<file path="src/rtl/linePortPkg.sv">
package linePortPkg;

  typedef enum logic [1:0] {
    MODE_SE       = 2'd0,
    MODE_RAW      = 2'd1,
    MODE_DIFF     = 2'd2,
    MODE_DIFF_ALT = 2'd3
  } mode_e;

  typedef struct packed {
    logic txLoad;        // byte captured this edge
    logic txCellEnd;     // last cycle of a data cell
    logic txCellBegin;   // first cycle of a data cell
    logic txInData;      // inside a data cell
    logic txSecondHalf;  // cell counter in second half
    logic txFirstCell;   // current data cell is the MSB
    logic txBusy;        // lead, data or trail cell
    logic rxStart;       // receiver leaves hunt
    logic rxTake;        // shift one received bit in
    logic rxDone;        // last bit of the byte taken
    logic rxInMid;       // receive counter inside mid-cell window
  } ctrlStrobe_t;

endpackage

</file>
<file path="src/rtl/linePortCtrl.sv">
module linePortCtrl
  import linePortPkg::*;
#(
  parameter int CELL_CYCLES = 8,
  parameter int DATA_BITS   = 8
) (
  input  logic        clk,
  input  logic        rstN,
  input  logic [1:0]  cfgMode,
  input  logic        txValid,
  input  logic        rxEdge,
  output logic        txReady,
  output mode_e       modeQ,
  output ctrlStrobe_t strb,
  output logic        codeViolation
);
  localparam int HALF  = CELL_CYCLES / 2;
  localparam int QTR   = CELL_CYCLES / 4;
  localparam int LIMIT = CELL_CYCLES + QTR;
  localparam int TW    = $clog2(CELL_CYCLES);
  localparam int CW    = $clog2(LIMIT + 1);
  localparam int BW    = $clog2(DATA_BITS);
  localparam logic [TW-1:0] TX_LAST  = TW'(CELL_CYCLES - 1);
  localparam logic [TW-1:0] TX_HALF  = TW'(HALF);
  localparam logic [CW-1:0] RX_QTR   = CW'(QTR);
  localparam logic [CW-1:0] RX_DEC   = CW'(3 * QTR);
  localparam logic [CW-1:0] RX_RAWS  = CW'(HALF - 1);
  localparam logic [CW-1:0] RX_WRAP  = CW'(CELL_CYCLES - 1);
  localparam logic [CW-1:0] RX_LIMIT = CW'(LIMIT);
  localparam logic [BW-1:0] LAST_BIT = BW'(DATA_BITS - 1);

  typedef enum logic [1:0] {TX_IDLE, TX_LEAD, TX_DATA, TX_TRAIL} txPhase_e;

  txPhase_e      txPhase;
  logic [TW-1:0] txCnt;
  logic [BW-1:0] txBitIdx;
  logic          rxBusy;
  logic [CW-1:0] rxCnt;
  logic [BW-1:0] rxNum;
  logic          isRaw, txLast, rxBoundary, rxWrap;

  assign isRaw   = (modeQ == MODE_RAW);
  assign txLast  = (txCnt == TX_LAST);
  assign txReady = (txPhase == TX_IDLE);

  always_comb begin
    strb              = '0;
    strb.txLoad       = txReady && txValid;
    strb.txInData     = (txPhase == TX_DATA);
    strb.txCellEnd    = strb.txInData && txLast;
    strb.txCellBegin  = strb.txInData && (txCnt == '0);
    strb.txSecondHalf = (txCnt >= TX_HALF);
    strb.txFirstCell  = (txBitIdx == '0);
    strb.txBusy       = !txReady;
    strb.rxStart      = !rxBusy && rxEdge;
    strb.rxTake       = rxBusy && (isRaw ? (rxCnt == RX_RAWS) : (rxCnt == RX_DEC));
    strb.rxDone       = strb.rxTake && (rxNum == LAST_BIT);
    strb.rxInMid      = rxBusy && (rxCnt >= RX_QTR) && (rxCnt < RX_DEC);
  end

  assign rxBoundary    = rxBusy && !isRaw && rxEdge && (rxCnt > RX_DEC);
  assign rxWrap        = isRaw && (rxCnt == RX_WRAP);
  assign codeViolation = rxBusy && !isRaw && (rxCnt == RX_LIMIT) && !rxEdge;

  always_ff @(posedge clk or negedge rstN) begin
    if (!rstN) begin
      txPhase  <= TX_IDLE;
      txCnt    <= '0;
      txBitIdx <= '0;
    end else if (txPhase == TX_IDLE) begin
      if (txValid) begin
        txPhase <= TX_LEAD;
        txCnt   <= '0;
      end
    end else if (txLast) begin
      txCnt <= '0;
      case (txPhase)
        TX_LEAD: begin
          txPhase  <= TX_DATA;
          txBitIdx <= '0;
        end
        TX_DATA: begin
          if (txBitIdx == LAST_BIT) txPhase <= TX_TRAIL;
          else txBitIdx <= txBitIdx + 1'b1;
        end
        default: txPhase <= TX_IDLE;
      endcase
    end else begin
      txCnt <= txCnt + 1'b1;
    end
  end

  always_ff @(posedge clk or negedge rstN) begin
    if (!rstN) modeQ <= MODE_SE;
    else if (txReady && !rxBusy) modeQ <= mode_e'(cfgMode);
  end

  always_ff @(posedge clk or negedge rstN) begin
    if (!rstN) begin
      rxBusy <= 1'b0;
      rxCnt  <= '0;
      rxNum  <= '0;
    end else if (strb.rxStart) begin
      rxBusy <= 1'b1;
      rxCnt  <= '0;
      rxNum  <= '0;
    end else if (rxBusy) begin
      if (strb.rxDone || codeViolation) begin
        rxBusy <= 1'b0;
      end else begin
        if (strb.rxTake) rxNum <= rxNum + 1'b1;
        if (rxBoundary || rxWrap) rxCnt <= '0;
        else rxCnt <= rxCnt + 1'b1;
      end
    end
  end

  // an accepted byte closes the transmit handshake for the next cycle
  a_r3_accept_closes_ready: assert property (@(posedge clk) disable iff (!rstN)
    (txValid && txReady) |=> !txReady);

  // no mode change while either direction is active
  a_r11_mode_frozen: assert property (@(posedge clk) disable iff (!rstN)
    (strb.txBusy || rxBusy) |=> $stable(modeQ));

  // a violation always leaves the receiver idle
  a_r9_violation_ends_byte: assert property (@(posedge clk) disable iff (!rstN)
    codeViolation |=> !rxBusy);

endmodule

</file>
<file path="src/rtl/linePortPath.sv">
module linePortPath
  import linePortPkg::*;
#(
  parameter int DATA_BITS = 8
) (
  input  logic                 clk,
  input  logic                 rstN,
  input  mode_e                modeQ,
  input  ctrlStrobe_t          strb,
  input  logic [DATA_BITS-1:0] txData,
  input  logic                 lineRx,
  input  logic                 lineRxN,
  input  logic                 rxReady,
  output logic                 lineTx,
  output logic                 lineTxN,
  output logic                 txEnable,
  output logic                 bitClk,
  output logic                 frameClk,
  output logic                 rxEdge,
  output logic [DATA_BITS-1:0] rxData,
  output logic                 rxValid
);
  logic [DATA_BITS-1:0] txSh, rxSh;
  logic lvl, curBit, cellLevel, coded;
  logic isRaw, isDiff, isSe;
  logic rxS, prevS, rxM, prevM, rxIn, midSeen, rxBit;

  assign isRaw  = (modeQ == MODE_RAW);
  assign isSe   = (modeQ == MODE_SE);
  assign isDiff = (modeQ == MODE_DIFF) || (modeQ == MODE_DIFF_ALT);

  assign curBit    = txSh[DATA_BITS-1];
  assign cellLevel = lvl ^ 1'b1 ^ (~curBit & strb.txSecondHalf);
  assign coded     = strb.txInData ? cellLevel : lvl;

  always_ff @(posedge clk or negedge rstN) begin
    if (!rstN) begin
      txSh <= '0;
      lvl  <= 1'b0;
    end else begin
      if (strb.txLoad) txSh <= txData;
      else if (strb.txCellEnd) txSh <= {txSh[DATA_BITS-2:0], 1'b0};
      if (strb.txCellEnd && !isRaw) lvl <= cellLevel;
    end
  end

  always_comb begin
    lineTx   = coded;
    lineTxN  = 1'b0;
    txEnable = 1'b0;
    bitClk   = 1'b0;
    frameClk = 1'b0;
    if (isRaw) begin
      lineTx   = strb.txInData & curBit;
      bitClk   = strb.txInData & ~strb.txSecondHalf;
      frameClk = strb.txInData & strb.txFirstCell;
    end else if (isSe) begin
      txEnable = strb.txBusy;
    end else begin
      lineTxN = ~coded;
    end
  end

  assign rxIn   = (isDiff && (lineRx == lineRxN)) ? rxS : lineRx;
  assign rxEdge = isRaw ? (rxM & ~prevM) : (rxS ^ prevS);
  assign rxBit  = isRaw ? rxS : ~midSeen;

  always_ff @(posedge clk or negedge rstN) begin
    if (!rstN) begin
      rxS     <= 1'b0;
      prevS   <= 1'b0;
      rxM     <= 1'b0;
      prevM   <= 1'b0;
      midSeen <= 1'b0;
      rxSh    <= '0;
      rxData  <= '0;
      rxValid <= 1'b0;
    end else begin
      rxS   <= rxIn;
      prevS <= rxS;
      rxM   <= lineRxN;
      prevM <= rxM;
      if (strb.rxStart || strb.rxTake) midSeen <= 1'b0;
      else if (rxEdge && strb.rxInMid) midSeen <= 1'b1;
      if (strb.rxTake) rxSh <= {rxSh[DATA_BITS-2:0], rxBit};
      if (strb.rxDone) begin
        rxData  <= {rxSh[DATA_BITS-2:0], rxBit};
        rxValid <= 1'b1;
      end else if (rxReady) begin
        rxValid <= 1'b0;
      end
    end
  end

  // every coded data cell opens with a level change
  a_r2_boundary_toggle: assert property (@(posedge clk) disable iff (!rstN)
    (strb.txCellBegin && !isRaw) |-> (coded != $past(coded)));

  // the transceiver is already enabled when the first bit starts
  a_r4_enable_leads: assert property (@(posedge clk) disable iff (!rstN)
    (strb.txCellBegin && strb.txFirstCell && isSe) |-> $past(txEnable));

  // an unread byte stays offered
  a_r10_valid_held: assert property (@(posedge clk) disable iff (!rstN)
    (rxValid && !rxReady) |=> rxValid);

endmodule

</file>
<file path="src/rtl/linePort.sv">
module linePort
  import linePortPkg::*;
#(
  parameter int CELL_CYCLES = 8,
  parameter int DATA_BITS   = 8
) (
  input  logic                 clk,
  input  logic                 rstN,
  input  logic [1:0]           cfgMode,
  input  logic [DATA_BITS-1:0] txData,
  input  logic                 txValid,
  output logic                 txReady,
  output logic                 lineTx,
  output logic                 lineTxN,
  output logic                 txEnable,
  output logic                 bitClk,
  output logic                 frameClk,
  input  logic                 lineRx,
  input  logic                 lineRxN,
  output logic [DATA_BITS-1:0] rxData,
  output logic                 rxValid,
  input  logic                 rxReady,
  output logic                 codeViolation
);
  mode_e       modeQ;
  ctrlStrobe_t strb;
  logic        rxEdge;

  linePortCtrl #(.CELL_CYCLES(CELL_CYCLES), .DATA_BITS(DATA_BITS)) uCtrl (
    .clk(clk), .rstN(rstN), .cfgMode(cfgMode), .txValid(txValid),
    .rxEdge(rxEdge), .txReady(txReady), .modeQ(modeQ), .strb(strb),
    .codeViolation(codeViolation)
  );

  linePortPath #(.DATA_BITS(DATA_BITS)) uPath (
    .clk(clk), .rstN(rstN), .modeQ(modeQ), .strb(strb), .txData(txData),
    .lineRx(lineRx), .lineRxN(lineRxN), .rxReady(rxReady),
    .lineTx(lineTx), .lineTxN(lineTxN), .txEnable(txEnable),
    .bitClk(bitClk), .frameClk(frameClk), .rxEdge(rxEdge),
    .rxData(rxData), .rxValid(rxValid)
  );

endmodule

</file>
<file path="config.mk">
export PLATFORM = sky130hd
export DESIGN_NAME = linePort
export DESIGN_NICKNAME = d
export VERILOG_FILES = /design/src/rtl/linePortPkg.sv /design/src/rtl/linePortCtrl.sv /design/src/rtl/linePortPath.sv /design/src/rtl/linePort.sv
export SDC_FILE = /design/constraint.sdc
export NUM_CORES = 1
export LEC_CHECK = 0
export BUFFER_PORTS_ARGS = -buffer_cell sky130_fd_sc_hd__buf_4
export CAP_MARGIN = 20
export CORE_MARGIN = 3
export CORE_UTILIZATION = 24
export DETAILED_ROUTE_END_ITERATION = 16
export PLACE_DENSITY_LB_ADDON = 0.15
export SLEW_MARGIN = 20
export SYNTH_ARGS = -nofsm -noshare
export SYNTH_HDL_FRONTEND = slang
export SYNTH_SLANG_ARGS = --single-unit
</file>
<file path="constraint.sdc">
create_clock -name clk -period 1.97 [get_ports clk]
set_input_delay 0.197 -clock clk [delete_from_list [all_inputs] [get_ports clk]]
set_output_delay 0.197 -clock clk [all_outputs]
set_load 0.02 [all_outputs]
</file>
==> run_results.csv, run 1 <==
group,metric,value,unit
detailed_routing,route.top_layer_used,"met4",
min_path,worstHoldEndpoint,"uPath.rxValid$_DFFE_PN0P_",
critical_path,rr_endpoint,"uPath.rxSh[0]$_DFFE_PN0P_",
detailed_routing,drtIter0Drc,38,
yosys,synth_top_family_by_area,"simple AND/OR/NAND/NOR gates",
status,run_status,"complete, no violations",
power,power-per-cell-area,1290,nW/µm²
critical_path,worstPathArrival,2.04,ns
yosys,synth_seq_area_share,0.5003,
power,total_leakage_power,1.413,nW
sta,final-setup-viol-count,0,
finish,syn2layout_area_growth,24.23,%
critical_path,ff2ff_path_depth,6,
yosys,synth.avg_cell_area,11.60,µm²
critical_path,worst_setup_path_end_kind,"register",
critical_path,worst_r2r_startpoint,"uCtrl.rxCnt[0]$_DFFE_PN0P_",
min_path,holdPathStages,2,
detailed_routing,detail-route-antenna-nets,0,
cts,clk_root_buffer_cell,"sky130_fd_sc_hd__clkbuf_8",
sta,fin_crit_sh,0.9420,
yosys,synthXorXnorAreaFrac,0.02501,
detailed_routing,avgRoutedWirePerCell,12.59,µm
yosys,synth-seq-cells,48,
place,gp_congestion,0.7036,
sta,finalCriticalPeriod,1.856,ns
die,placement_rows,35,
yosys,netlist_top_cells_area,"sky130_fd_sc_hd__dfrtp_1 50%, sky130_fd_sc_hd__mux2_1 7.0%, sky130_fd_sc_hd__ha_1 5.7%",
sta,worst_slew_pin_slew,0.6428,ns
detailed_routing,final_routed_wirelength_across_all_metal_layers,4796,µm
die,die-height,106.0,µm
cts,cts.reportedPaths.clkPinSlew,0.10,ns
finish,nFillCells,1001,
sta,fmax,0.5389,GHz
yosys,post-synth-top-area-cell,"sky130_fd_sc_hd__dfrtp_1",
die,die-area,11240,µm²
finish,fraction_of_final_layout_cells_with_drive_strength_greater_than_1,0.2698,
detailed_routing,post-route-drc-count,0,
detailed_routing,met3_length,183,µm
detailed_routing,num_vias,1633,
finish,layout.nets,278,
yosys,synth_simple_gate_area_share,0.1412,
sta,slew_hr,0.5715,
cts,cts-htree-levels,2,
yosys,netlist-cell-type-count,50,
critical_path,req_time_crit_path,2.15,ns
cts,clk-insertion-delay-late,0.30,ns
power,power.ir.vdd_worst,0.4449,mV
cts,cts_tree,"yes",
yosys,cell_with_the_most_instances_after_synthesis,"sky130_fd_sc_hd__dfrtp_1",
place,buffer_ports.inserted,31,
yosys,synth_enable_flop_cells,0,
detailed_routing,wl_met1,2378,µm
global_route,grt_antenna_before_repair,0,
yosys,synth_commonest_cells,"48 x sky130_fd_sc_hd__dfrtp_1, 15 x sky130_fd_sc_hd__mux2_1, 14 x sky130_fd_sc_hd__nand2_1, 14 x sky130_fd_sc_hd__nor2_1",
yosys,ys.flop_type,"sky130_fd_sc_hd__dfrtp_1",
yosys,synth_top_area_share,0.5003,
cts,cts_buffers,5,
detailed_routing,post_drt_via_cell_ratio,4.286,
critical_path,r2r_setup_slack,0.11,ns
critical_path,path_max_fanout,7,
sta,fin_worst_skew,0.008047,ns
die,die_w,106.0,µm
place,post-place-ws,0.1182,ns
global_route,wire_length_of_the_first_global_routing_pass,8314,µm
sta,rsz_0062_raised_after_global_routing,"false",
cts,cts_setup_buffers,0,
yosys,synth_cells,207,
die,initial_core_util,0.2538,
critical_path,timing.critical_path.from,"uCtrl.rxCnt[0]$_DFFE_PN0P_",
detailed_routing,met2RoutedLength,2202,µm
sta,maxSlewViolCount,0,
yosys,share_of_synthesized_area_spent_on_multiplexers,0.1235,
yosys,post_synth_fa_ha_maj_area_fraction,0.05732,
finish,insertedDiodeCount,0,
cts,cts_max_path_buffers,2,
place,dpl.hpwl,3443,µm
sta,setup-tns-final,0,ns
yosys,compound_gate_portion_of_the_synthesized_area,0.1193,
detailed_routing,dr.pass1.iters,3,
critical_path,cp-start-kind,"register",
sta,worst_slack,0.1142,ns
min_path,origin_of_the_worst_min_delay_path,"rxReady",
global_route,grt_util_all_layers,0.09104,
global_route,grt_max_degree,49,
yosys,ys_async_sr_fraction,1.000,
cts,tritoncts_num_sinks,48,
min_path,timing.hold.worst.class,"primary input to register",
yosys,post_synthesis_instance_area,2401,µm²
yosys,synthesis.nets,234,
sta,report.final.hold_viol_count,0,
critical_path,critPathKind,"register to register",
global_route,grt_remaining_overflow,0,
flow_run,maxCapViolations,0,
yosys,synth_warnings,0,
die,io_pins,32,
die,coreArea,9459,µm²
finish,finalCoreUtilization,0.3153,
global_route,number_of_global_route_vias_before_repair,1747,
-- metal layers --
| metal | up-vias | global-route usage |
|---|---|---|
| met5 | - | 0 |
| met4 | 0 | 0.02220 |
| met2 | 28 | 0.1448 |
| met3 | 2 | 0.02307 |
| li1 | 815 | - |
| met1 | 788 | 0.1241 |
-- worst max path at each step --
stage	endpoint	cells past startpoint
floorplan	uPath.rxData[6]$_DFFE_PN0P_	6
global placement	uPath.rxData[6]$_DFFE_PN0P_	6
detailed placement	uPath.rxData[6]$_DFFE_PN0P_	6
CTS	codeViolation	5
global route	codeViolation	5
finish	uPath.rxSh[0]$_DFFE_PN0P_	6
-- logic make-up (layout without fill, tap and decap cells) --
logic type,Yosys count,in the layout
AO/OA/AOI/OAI,38,38
XOR/XNOR,6,6
adder cells (fa/ha/maj),11,11
buffers and inverters,18,63
flip-flops,48,48
multiplexers,27,27
AND/OR/NAND/NOR,59,59
-- placed cells by master (no fill, tap or decap), drive strengths merged, types with 4 or more instances in the layout --
cell	instances
a21oi	9
buf	41
clkbuf	6
dfrtp	48
ha	11
inv	12
mux2	18
mux2i	9
nand2	16
nand2b	5
nand3	5
nor2	15
nor2b	5
nor3	4
o21ai	14
xnor2	5
-- stage by stage --
stage                     hold slack [ns]  std cells  power [W]  area, µm²
final                             0.05771        381   0.003849       2983
after global routing              0.05772        381   0.004169       2983
after global placement             0.2829        371   0.003145       2835
after CTS                        0.007650        380   0.003884       2953
after floorplan                  -0.09859        207   0.002662       2401
after detailed placement           0.2832        371   0.003146       2835
-- sequential cells by signal, summed over array words and instances, names as in the netlist, 2 cells and up --
signal,count
uCtrl.modeQ,2
uCtrl.rxCnt,4
uCtrl.rxNum,3
uCtrl.txBitIdx,3
uCtrl.txCnt,3
uCtrl.txPhase,2
uPath.rxData,8
uPath.rxSh,7
uPath.txSh,8
-- final cells by class --
class                   instances  area [µm²]  area share
flip-flops and latches         48        1201      0.4027
multi-input cells             141        1140      0.3821
inverters                      12       45.04     0.01510
well taps                     129       161.4     0.05411
repair buffers                 43       327.8      0.1099
clock inverters                 2       35.03     0.01174
clock buffers                   6       72.57     0.02433
-- worst max-delay path, cell delays in order, from the launching register on --
cell                       delay [ns]
sky130_fd_sc_hd__dfrtp_1         0.41
sky130_fd_sc_hd__ha_1            0.25
sky130_fd_sc_hd__and4bb_1        0.24
sky130_fd_sc_hd__a31oi_4         0.27
sky130_fd_sc_hd__nor2_4          0.07
sky130_fd_sc_hd__nand2_2         0.17
sky130_fd_sc_hd__mux2_1          0.34
-- where the power goes --
part | leakage, nW | switching [W] | internal [W]
clock | 0.0552 | 0.000346 | 0.000378
combinational | 0.759 | 0.000831 | 0.000760
sequential | 0.599 | 0.000239 | 0.00130
total | 1.41 | 0.00142 | 0.00243
-- timing repair --
item	4_1_cts	5_1_grt
hold endpoints to repair	48	1
gates resized for setup	0	3
endpoints found under the setup margin	0	5
hold buffers	1	1
Power figures use the tool's default switching activity.
==> run 2, diff against run 1 <==
--- a/config.mk
+++ b/config.mk
@@ -9,6 +9,7 @@
 export CAP_MARGIN = 20
 export CORE_MARGIN = 3
 export CORE_UTILIZATION = 24
+export CTS_BUF_LIST = sky130_fd_sc_hd__clkbuf_8
 export DETAILED_ROUTE_END_ITERATION = 16
 export PLACE_DENSITY_LB_ADDON = 0.15
 export SLEW_MARGIN = 20
==> constraint.sdc (replaced) <==
create_clock -name clk -period 1.8 [get_ports clk]
set_input_delay 0.09 -clock clk [delete_from_list [all_inputs] [get_ports clk]]
set_output_delay 0.09 -clock clk [all_outputs]
set_load 0.02 [all_outputs]
==> run 2 against run 1 <==
Global-route usage rose by 0.078 points; fmax increased by 6.4%; final cell count grew 2.6%; highest routed layer unchanged; count of clock-buffer cells in the layout shrank 1; sequential share of layout area is 2.4 points lower; sequential power increased by 10%.
==> run_results.csv, run 2 (synthesized netlist as in run 1, its figures left out) <==
group,metric,value,unit
status,run_status,"complete, no violations",
critical_path,worstPathArrival,1.93,ns
place,gp_congestion,0.7102,
die,coreArea,9459,µm²
finish,finalCoreUtilization,0.3353,
min_path,holdPathStages,3,
critical_path,slowest_delay,0.41,ns
finish,fraction_of_final_layout_cells_with_drive_strength_greater_than_1,0.3435,
power,power.ir.vdd_worst,0.5125,mV
sta,report.final.hold_viol_count,0,
global_route,grt_util_all_layers,0.09182,
detailed_routing,drtIter0Drc,32,
die,die-area,11240,µm²
global_route,wire_length_of_the_first_global_routing_pass,8411,µm
cts,cts_buffers,5,
die,placement_rows,35,
critical_path,critical-path-slowest-cell,"sky130_fd_sc_hd__dfrtp_1",
cts,cts.reportedPaths.clkPinSlew,0.09,ns
critical_path,cp-start-kind,"register",
min_path,origin_of_the_worst_min_delay_path,"cfgMode[1]",
power,power-per-cell-area,1439,nW/µm²
global_route,number_of_global_route_vias_before_repair,1780,
sta,maxSlewViolCount,0,
flow_run,maxCapViolations,0,
place,dpl.hpwl,3541,µm
sta,worst_slew_pin_slew,0.6253,ns
power,total_leakage_power,1.502,nW
cts,clk-insertion-delay-late,0.30,ns
critical_path,r2r_setup_slack,0.06,ns
critical_path,ff2ff_path_depth,6,
sta,setup-tns-final,0,ns
detailed_routing,post_drt_via_cell_ratio,4.348,
die,die-height,106.0,µm
sta,finalCriticalPeriod,1.745,ns
finish,most_common_cell_after_layout_fill_and_taps_aside,"sky130_fd_sc_hd__buf_4",
global_route,grt_max_degree,49,
cts,cts_max_path_buffers,2,
finish,insertedDiodeCount,0,
global_route,grt_antenna_before_repair,0,
die,io_pins,32,
min_path,worstHoldEndpoint,"uCtrl.modeQ[1]$_DFFE_PN0P_",
critical_path,critPathKind,"register to register",
sta,rsz_0062_raised_after_global_routing,"true",
die,initial_core_util,0.2538,
cts,tritoncts_num_sinks,48,
detailed_routing,detail-route-antenna-nets,0,
critical_path,rr_endpoint,"uPath.rxSh[5]$_DFFE_PN0P_",
die,die_w,106.0,µm
finish,layout_common_cells,"48 x sky130_fd_sc_hd__buf_4, 47 x sky130_fd_sc_hd__dfrtp_1, 14 x sky130_fd_sc_hd__nor2_1, 14 x sky130_fd_sc_hd__nand2_1, 11 x sky130_fd_sc_hd__inv_1",
cts,cts_tree,"yes",
min_path,timing.hold.worst.class,"primary input to register",
detailed_routing,num_vias,1700,
detailed_routing,post-route-drc-count,0,
global_route,grt_remaining_overflow,0,
cts,clk_root_buffer_cell,"sky130_fd_sc_hd__clkbuf_8",
critical_path,worst_setup_path_end_kind,"register",
sta,fmax,0.5732,GHz
critical_path,req_time_crit_path,1.99,ns
cts,cts-htree-levels,2,
finish,syn2layout_area_growth,32.10,%
finish,layout.nets,289,
finish,reg_top3,"uPath.rxData: 8 flops, uPath.txSh: 8 flops, uPath.rxSh: 7 flops",
sta,final-setup-viol-count,0,
critical_path,path_max_fanout,7,
sta,fin_crit_sh,0.9693,
critical_path,timing.critical_path.cells,"ha_2, and4bb_1, a31oi_4, nor2_4, nand2_4, mux2_4",
sta,slew_hr,0.5831,
detailed_routing,avgRoutedWirePerCell,12.66,µm
place,buffer_ports.inserted,31,
detailed_routing,dr.pass1.iters,4,
critical_path,worst_r2r_startpoint,"uCtrl.rxCnt[1]$_DFFE_PN0P_",
sta,fin_worst_skew,0.004497,ns
detailed_routing,final_routed_wirelength_across_all_metal_layers,4951,µm
run 2: layer usage:
layer,GRT usage,wire length (µm)
met1,0.1230,2410
met2,0.1475,2302
met3,0.02489,207
met4,0.02220,31
met5,0,0
run 2: area by class of cell:
type / instances / area [µm²]
Clock buffer: 5 / 68.82
Clock inverter: 2 / 60.06
Fill cell: 990 / 6287
Inverter: 12 / 45.04
Multi-Input combinational cell: 142 / 1214
Sequential cell: 48 / 1202
Tap cell: 129 / 161.4
Timing Repair Buffer: 53 / 420.4
run 2: repair_timing:
| item | in CTS | in global routing |
|---|---|---|
| setup buffers | 0 | 3 |
| gates resized for setup | 0 | 19 |
| endpoints found under the hold margin | 52 | 0 |
| endpoints found under the setup margin | 1 | 23 |
| gates cloned | 0 | 1 |
| hold buffers | 4 | 0 |
| pin swaps | 0 | 8 |
run 2: worst max path at each step:
stage / start / endpoint / slack, ns / cells past startpoint
floorplan: uCtrl.rxCnt[1]$_DFFE_PN0P_ / uPath.rxData[6]$_DFFE_PN0P_ / 0.03 / 6
global placement: uCtrl.rxCnt[0]$_DFFE_PN0P_ / uPath.rxSh[1]$_DFFE_PN0P_ / 0.02 / 6
detailed placement: uCtrl.rxCnt[0]$_DFFE_PN0P_ / uPath.rxSh[6]$_DFFE_PN0P_ / 0.02 / 6
CTS: uCtrl.rxCnt[0]$_DFFE_PN0P_ / uPath.rxSh[1]$_DFFE_PN0P_ / -0.004 / 6
global route: uCtrl.rxCnt[0]$_DFFE_PN0P_ / uPath.rxData[0]$_DFFE_PN0P_ / -0.03 / 6
finish: uCtrl.rxCnt[1]$_DFFE_PN0P_ / uPath.rxSh[5]$_DFFE_PN0P_ / 0.06 / 6
run 2: through the flow:
step	cell area [µm²]	cells	power (W)	hold slack (ns)	worst slack (ns)
global placement	2893	377	0.003522	0.1683	0.02487
CTS	3062	388	0.004455	0.002510	-0.003978
global route	3172	391	0.004954	0.01361	-0.03337
floorplan	2401	207	0.002913	-0.2056	0.03098
detailed placement	2893	377	0.003516	0.1624	0.01637
finish	3172	391	0.004566	0.005628	0.05531
run 2: worst max-delay path, delay by kind of cell (launching register included):
kind / cells / cell delay (ns)
and+or+nand+nor: 3 / 0.49
muxes: 1 / 0.32
AOI/OAI and AO/OA: 1 / 0.23
DFF: 1 / 0.41
adders and majority gates: 1 / 0.18
run 2: power by group:
part	leakage (nW)	internal, W	total [W]	switching (W)
clock network	0.0642	0.000547	0.000905	0.000358
registers	0.598	0.00142	0.00169	0.000269
logic	0.840	0.00101	0.00197	0.000965
total	1.50	0.00297	0.00457	0.00159
==> run 3, diff against run 2 <==
--- a/config.mk
+++ b/config.mk
@@ -9,9 +9,8 @@
 export CAP_MARGIN = 20
 export CORE_MARGIN = 3
 export CORE_UTILIZATION = 24
-export CTS_BUF_LIST = sky130_fd_sc_hd__clkbuf_8
+export CTS_BUF_LIST = sky130_fd_sc_hd__clkbuf_4 sky130_fd_sc_hd__clkbuf_8
 export DETAILED_ROUTE_END_ITERATION = 16
-export PLACE_DENSITY_LB_ADDON = 0.15
 export SLEW_MARGIN = 20
 export SYNTH_ARGS = -nofsm -noshare
 export SYNTH_HDL_FRONTEND = slang
==> run 3 against run 2 <==
Clock power decreased by 14%; register-to-register slack got worse by 0.04 ns; fmax is 2.5% lower; die area unchanged; non-clock buffer count up 3; final cell count increased by 1.0%; core utilization hardly changed; global-route usage is 0.074 points lower; sequential share of layout area hardly changed; sequential power barely moved; combinational power decreased by 3%; critical endpoint is now uPath.rxData[6]$_DFFE_PN0P_.
==> run_results.csv, run 3 (synthesized netlist as in run 1, its figures left out) <==
group,metric,value,unit
power,power.total,0.004405,W
power,power-per-cell-area,1390,nW/µm²
cts,cts_max_path_buffers,2,
sta,report.final.hold_viol_count,0,
die,coreArea,9459,µm²
detailed_routing,met3_length,178,µm
finish,fin_area,3169,µm²
detailed_routing,post_drt_via_cell_ratio,4.228,
critical_path,ff2ff_path_depth,6,
finish,multi_input_gate_area,1214,µm²
finish,sequential_cell_area,1202,µm²
global_route,grt_util_all_layers,0.09108,
die,die-area,11240,µm²
place,gp_congestion,0.7334,
detailed_routing,met2RoutedLength,2452,µm
power,power.ir.vdd_worst,0.8084,mV
place,dpl.hpwl,3477,µm
detailed_routing,drtIter0Drc,48,
flow_run,maxCapViolations,0,
finish,fraction_of_final_layout_cells_with_drive_strength_greater_than_1,0.3421,
sta,final-setup-viol-count,0,
cts,clk_root_buffer_cell,"sky130_fd_sc_hd__clkbuf_8",
finish,fin_cells,395,
critical_path,r2r_setup_slack,0.01,ns
detailed_routing,num_vias,1670,
sta,setup-tns-final,0,ns
finish,most_common_cell_after_layout_fill_and_taps_aside,"sky130_fd_sc_hd__buf_4",
place,placedCellCount,375,
sta,rsz_0062_raised_after_global_routing,"true",
global_route,grt_remaining_overflow,0,
sta,maxSlewViolCount,0,
detailed_routing,wl_met1,2260,µm
finish,layout.nets,292,
global_route,wire_length_of_the_first_global_routing_pass,8376,µm
status,run_status,"complete, no violations",
critical_path,path_max_fanout,5,
finish,nFillCells,988,
detailed_routing,post-route-drc-count,0,
finish,layout_common_cells,"50 x sky130_fd_sc_hd__buf_4, 47 x sky130_fd_sc_hd__dfrtp_1, 14 x sky130_fd_sc_hd__nor2_1, 14 x sky130_fd_sc_hd__nand2_1, 11 x sky130_fd_sc_hd__inv_1",
sta,fin_worst_skew,0.01020,ns
cts,tritoncts_num_sinks,48,
critical_path,rr_endpoint,"uPath.rxData[6]$_DFFE_PN0P_",
global_route,grt_antenna_before_repair,0,
detailed_routing,avgRoutedWirePerCell,12.41,µm
global_route,grt_max_degree,49,
critical_path,cp-start-kind,"register",
cts,cts-htree-levels,2,
global_route,number_of_global_route_vias_before_repair,1779,
finish,syn2layout_area_growth,32.00,%
sta,finalCriticalPeriod,1.789,ns
min_path,holdPathStages,3,
power,total_leakage_power,1.493,nW
finish,reg_top3,"uPath.rxData: 8 flops, uPath.txSh: 8 flops, uPath.rxSh: 7 flops",
critical_path,worstPathArrival,1.98,ns
place,dpl_cell_area,2865,µm²
cts,cts_tree,"yes",
finish,finalCoreUtilization,0.3351,
detailed_routing,dr.pass1.iters,3,
sta,fmax,0.5591,GHz
critical_path,worst_r2r_startpoint,"uCtrl.rxCnt[1]$_DFFE_PN0P_",
critical_path,critPathKind,"register to register",
min_path,origin_of_the_worst_min_delay_path,"txData[0]",
die,initial_core_util,0.2538,
die,io_pins,32,
min_path,worstHoldEndpoint,"uPath.txSh[0]$_DFFE_PN0P_",
critical_path,req_time_crit_path,1.99,ns
die,die_w,106.0,µm
die,placement_rows,35,
die,die-height,106.0,µm
sta,worst_slew_pin_slew,0.6174,ns
cts,clk-insertion-delay-late,0.30,ns
cts,cts_buffers,5,
sta,fin_crit_sh,0.9937,
sta,slew_hr,0.5884,
detailed_routing,route.top_layer_used,"met4",
min_path,timing.hold.worst.class,"primary input to register",
cts,cts.reportedPaths.clkPinSlew,0.09,ns
detailed_routing,detail-route-antenna-nets,0,
detailed_routing,final_routed_wirelength_across_all_metal_layers,4902,µm
place,buffer_ports.inserted,31,
finish,insertedDiodeCount,0,
critical_path,worst_setup_path_end_kind,"register",
## run 3: changes by cell type in the layout (fill, tap and decap cells not counted)
cell,previous run,this run
sky130_fd_sc_hd__ha_2,3,2
sky130_fd_sc_hd__buf_4,48,50
sky130_fd_sc_hd__nor3b_1,2,1
sky130_fd_sc_hd__dlygate4sd3_1,4,6
sky130_fd_sc_hd__clkinv_2,0,1
sky130_fd_sc_hd__nor3b_2,0,1
sky130_fd_sc_hd__bufinv_16,2,1
sky130_fd_sc_hd__o31ai_2,0,1
sky130_fd_sc_hd__buf_12,1,0
sky130_fd_sc_hd__mux2_4,10,8
sky130_fd_sc_hd__o31ai_1,1,0
sky130_fd_sc_hd__clkinvlp_4,0,1
sky130_fd_sc_hd__mux2_1,6,8
sky130_fd_sc_hd__ha_1,7,8
## run 3: worst max path at each step
| stage | depth (start not counted) | slack, ns | to | startpoint |
|---|---|---|---|---|
| floorplan | 6 | 0.03 | uPath.rxData[6]$_DFFE_PN0P_ | uCtrl.rxCnt[1]$_DFFE_PN0P_ |
| detailed placement | 6 | -0.03 | uPath.rxSh[0]$_DFFE_PN0P_ | uCtrl.rxCnt[1]$_DFFE_PN0P_ |
| finish | 6 | 0.01 | uPath.rxData[6]$_DFFE_PN0P_ | uCtrl.rxCnt[1]$_DFFE_PN0P_ |
| global route | 6 | -0.05 | uPath.rxData[6]$_DFFE_PN0P_ | uCtrl.rxCnt[1]$_DFFE_PN0P_ |
| CTS | 7 | 0.002 | uCtrl.rxCnt[1]$_DFFE_PN0P_ | uCtrl.rxCnt[0]$_DFFE_PN0P_ |
| global placement | 6 | 0.03 | uPath.rxSh[6]$_DFFE_PN0P_ | uCtrl.rxCnt[0]$_DFFE_PN0P_ |
## run 3: layer usage
| metal | vias to the layer above | GRT usage |
|---|---|---|
| li1 | 845 | - |
| met1 | 800 | 0.1163 |
| met2 | 23 | 0.1571 |
| met3 | 2 | 0.02307 |
| met4 | 0 | 0.01665 |
| met5 | - | 0 |
## run 3: layout make-up
type	count	area share
clock buffers	5	0.02171
repair buffers	56	0.1374
clock inverters	3	0.01342
flip-flops and latches	48	0.3794
inverters	12	0.01421
well taps	129	0.05093
multi-input cells	142	0.3829
## run 3: power breakdown
| part | internal, W | switching [W] |
|---|---|---|
| clock | 0.000412 | 0.000369 |
| combinational | 0.000959 | 0.000960 |
| sequential | 0.00142 | 0.000285 |
| total | 0.00279 | 0.00161 |
## run 3: worst max-delay path, stage by stage (launching register included)
cell and delay, ns:
sky130_fd_sc_hd__dfrtp_1 0.44, sky130_fd_sc_hd__ha_4 0.19, sky130_fd_sc_hd__and4bb_1 0.22, sky130_fd_sc_hd__a31oi_4 0.23
sky130_fd_sc_hd__nor2_4 0.10, sky130_fd_sc_hd__nand3_4 0.13, sky130_fd_sc_hd__mux2_2 0.35
## run 3: repair_timing
action / 4_1_cts / 5_1_grt
cloned: 1 / 0
hold buffers: 6 / 0
hold endpoints to repair: 54 / 0
pin swaps: 0 / 6
resized for setup: 4 / 14
buffers inserted: 2 / 3
endpoints found under the setup margin: 17 / 26
## run 3: per-stage QoR
step                      hold WS [ns]  setup slack [ns]
after floorplan                -0.2056           0.03098
after global placement          0.1493           0.02961
after detailed placement        0.1558          -0.02697
after CTS                      0.01098          0.001690
after global routing           0.02676          -0.04924
final                          0.01317           0.01128
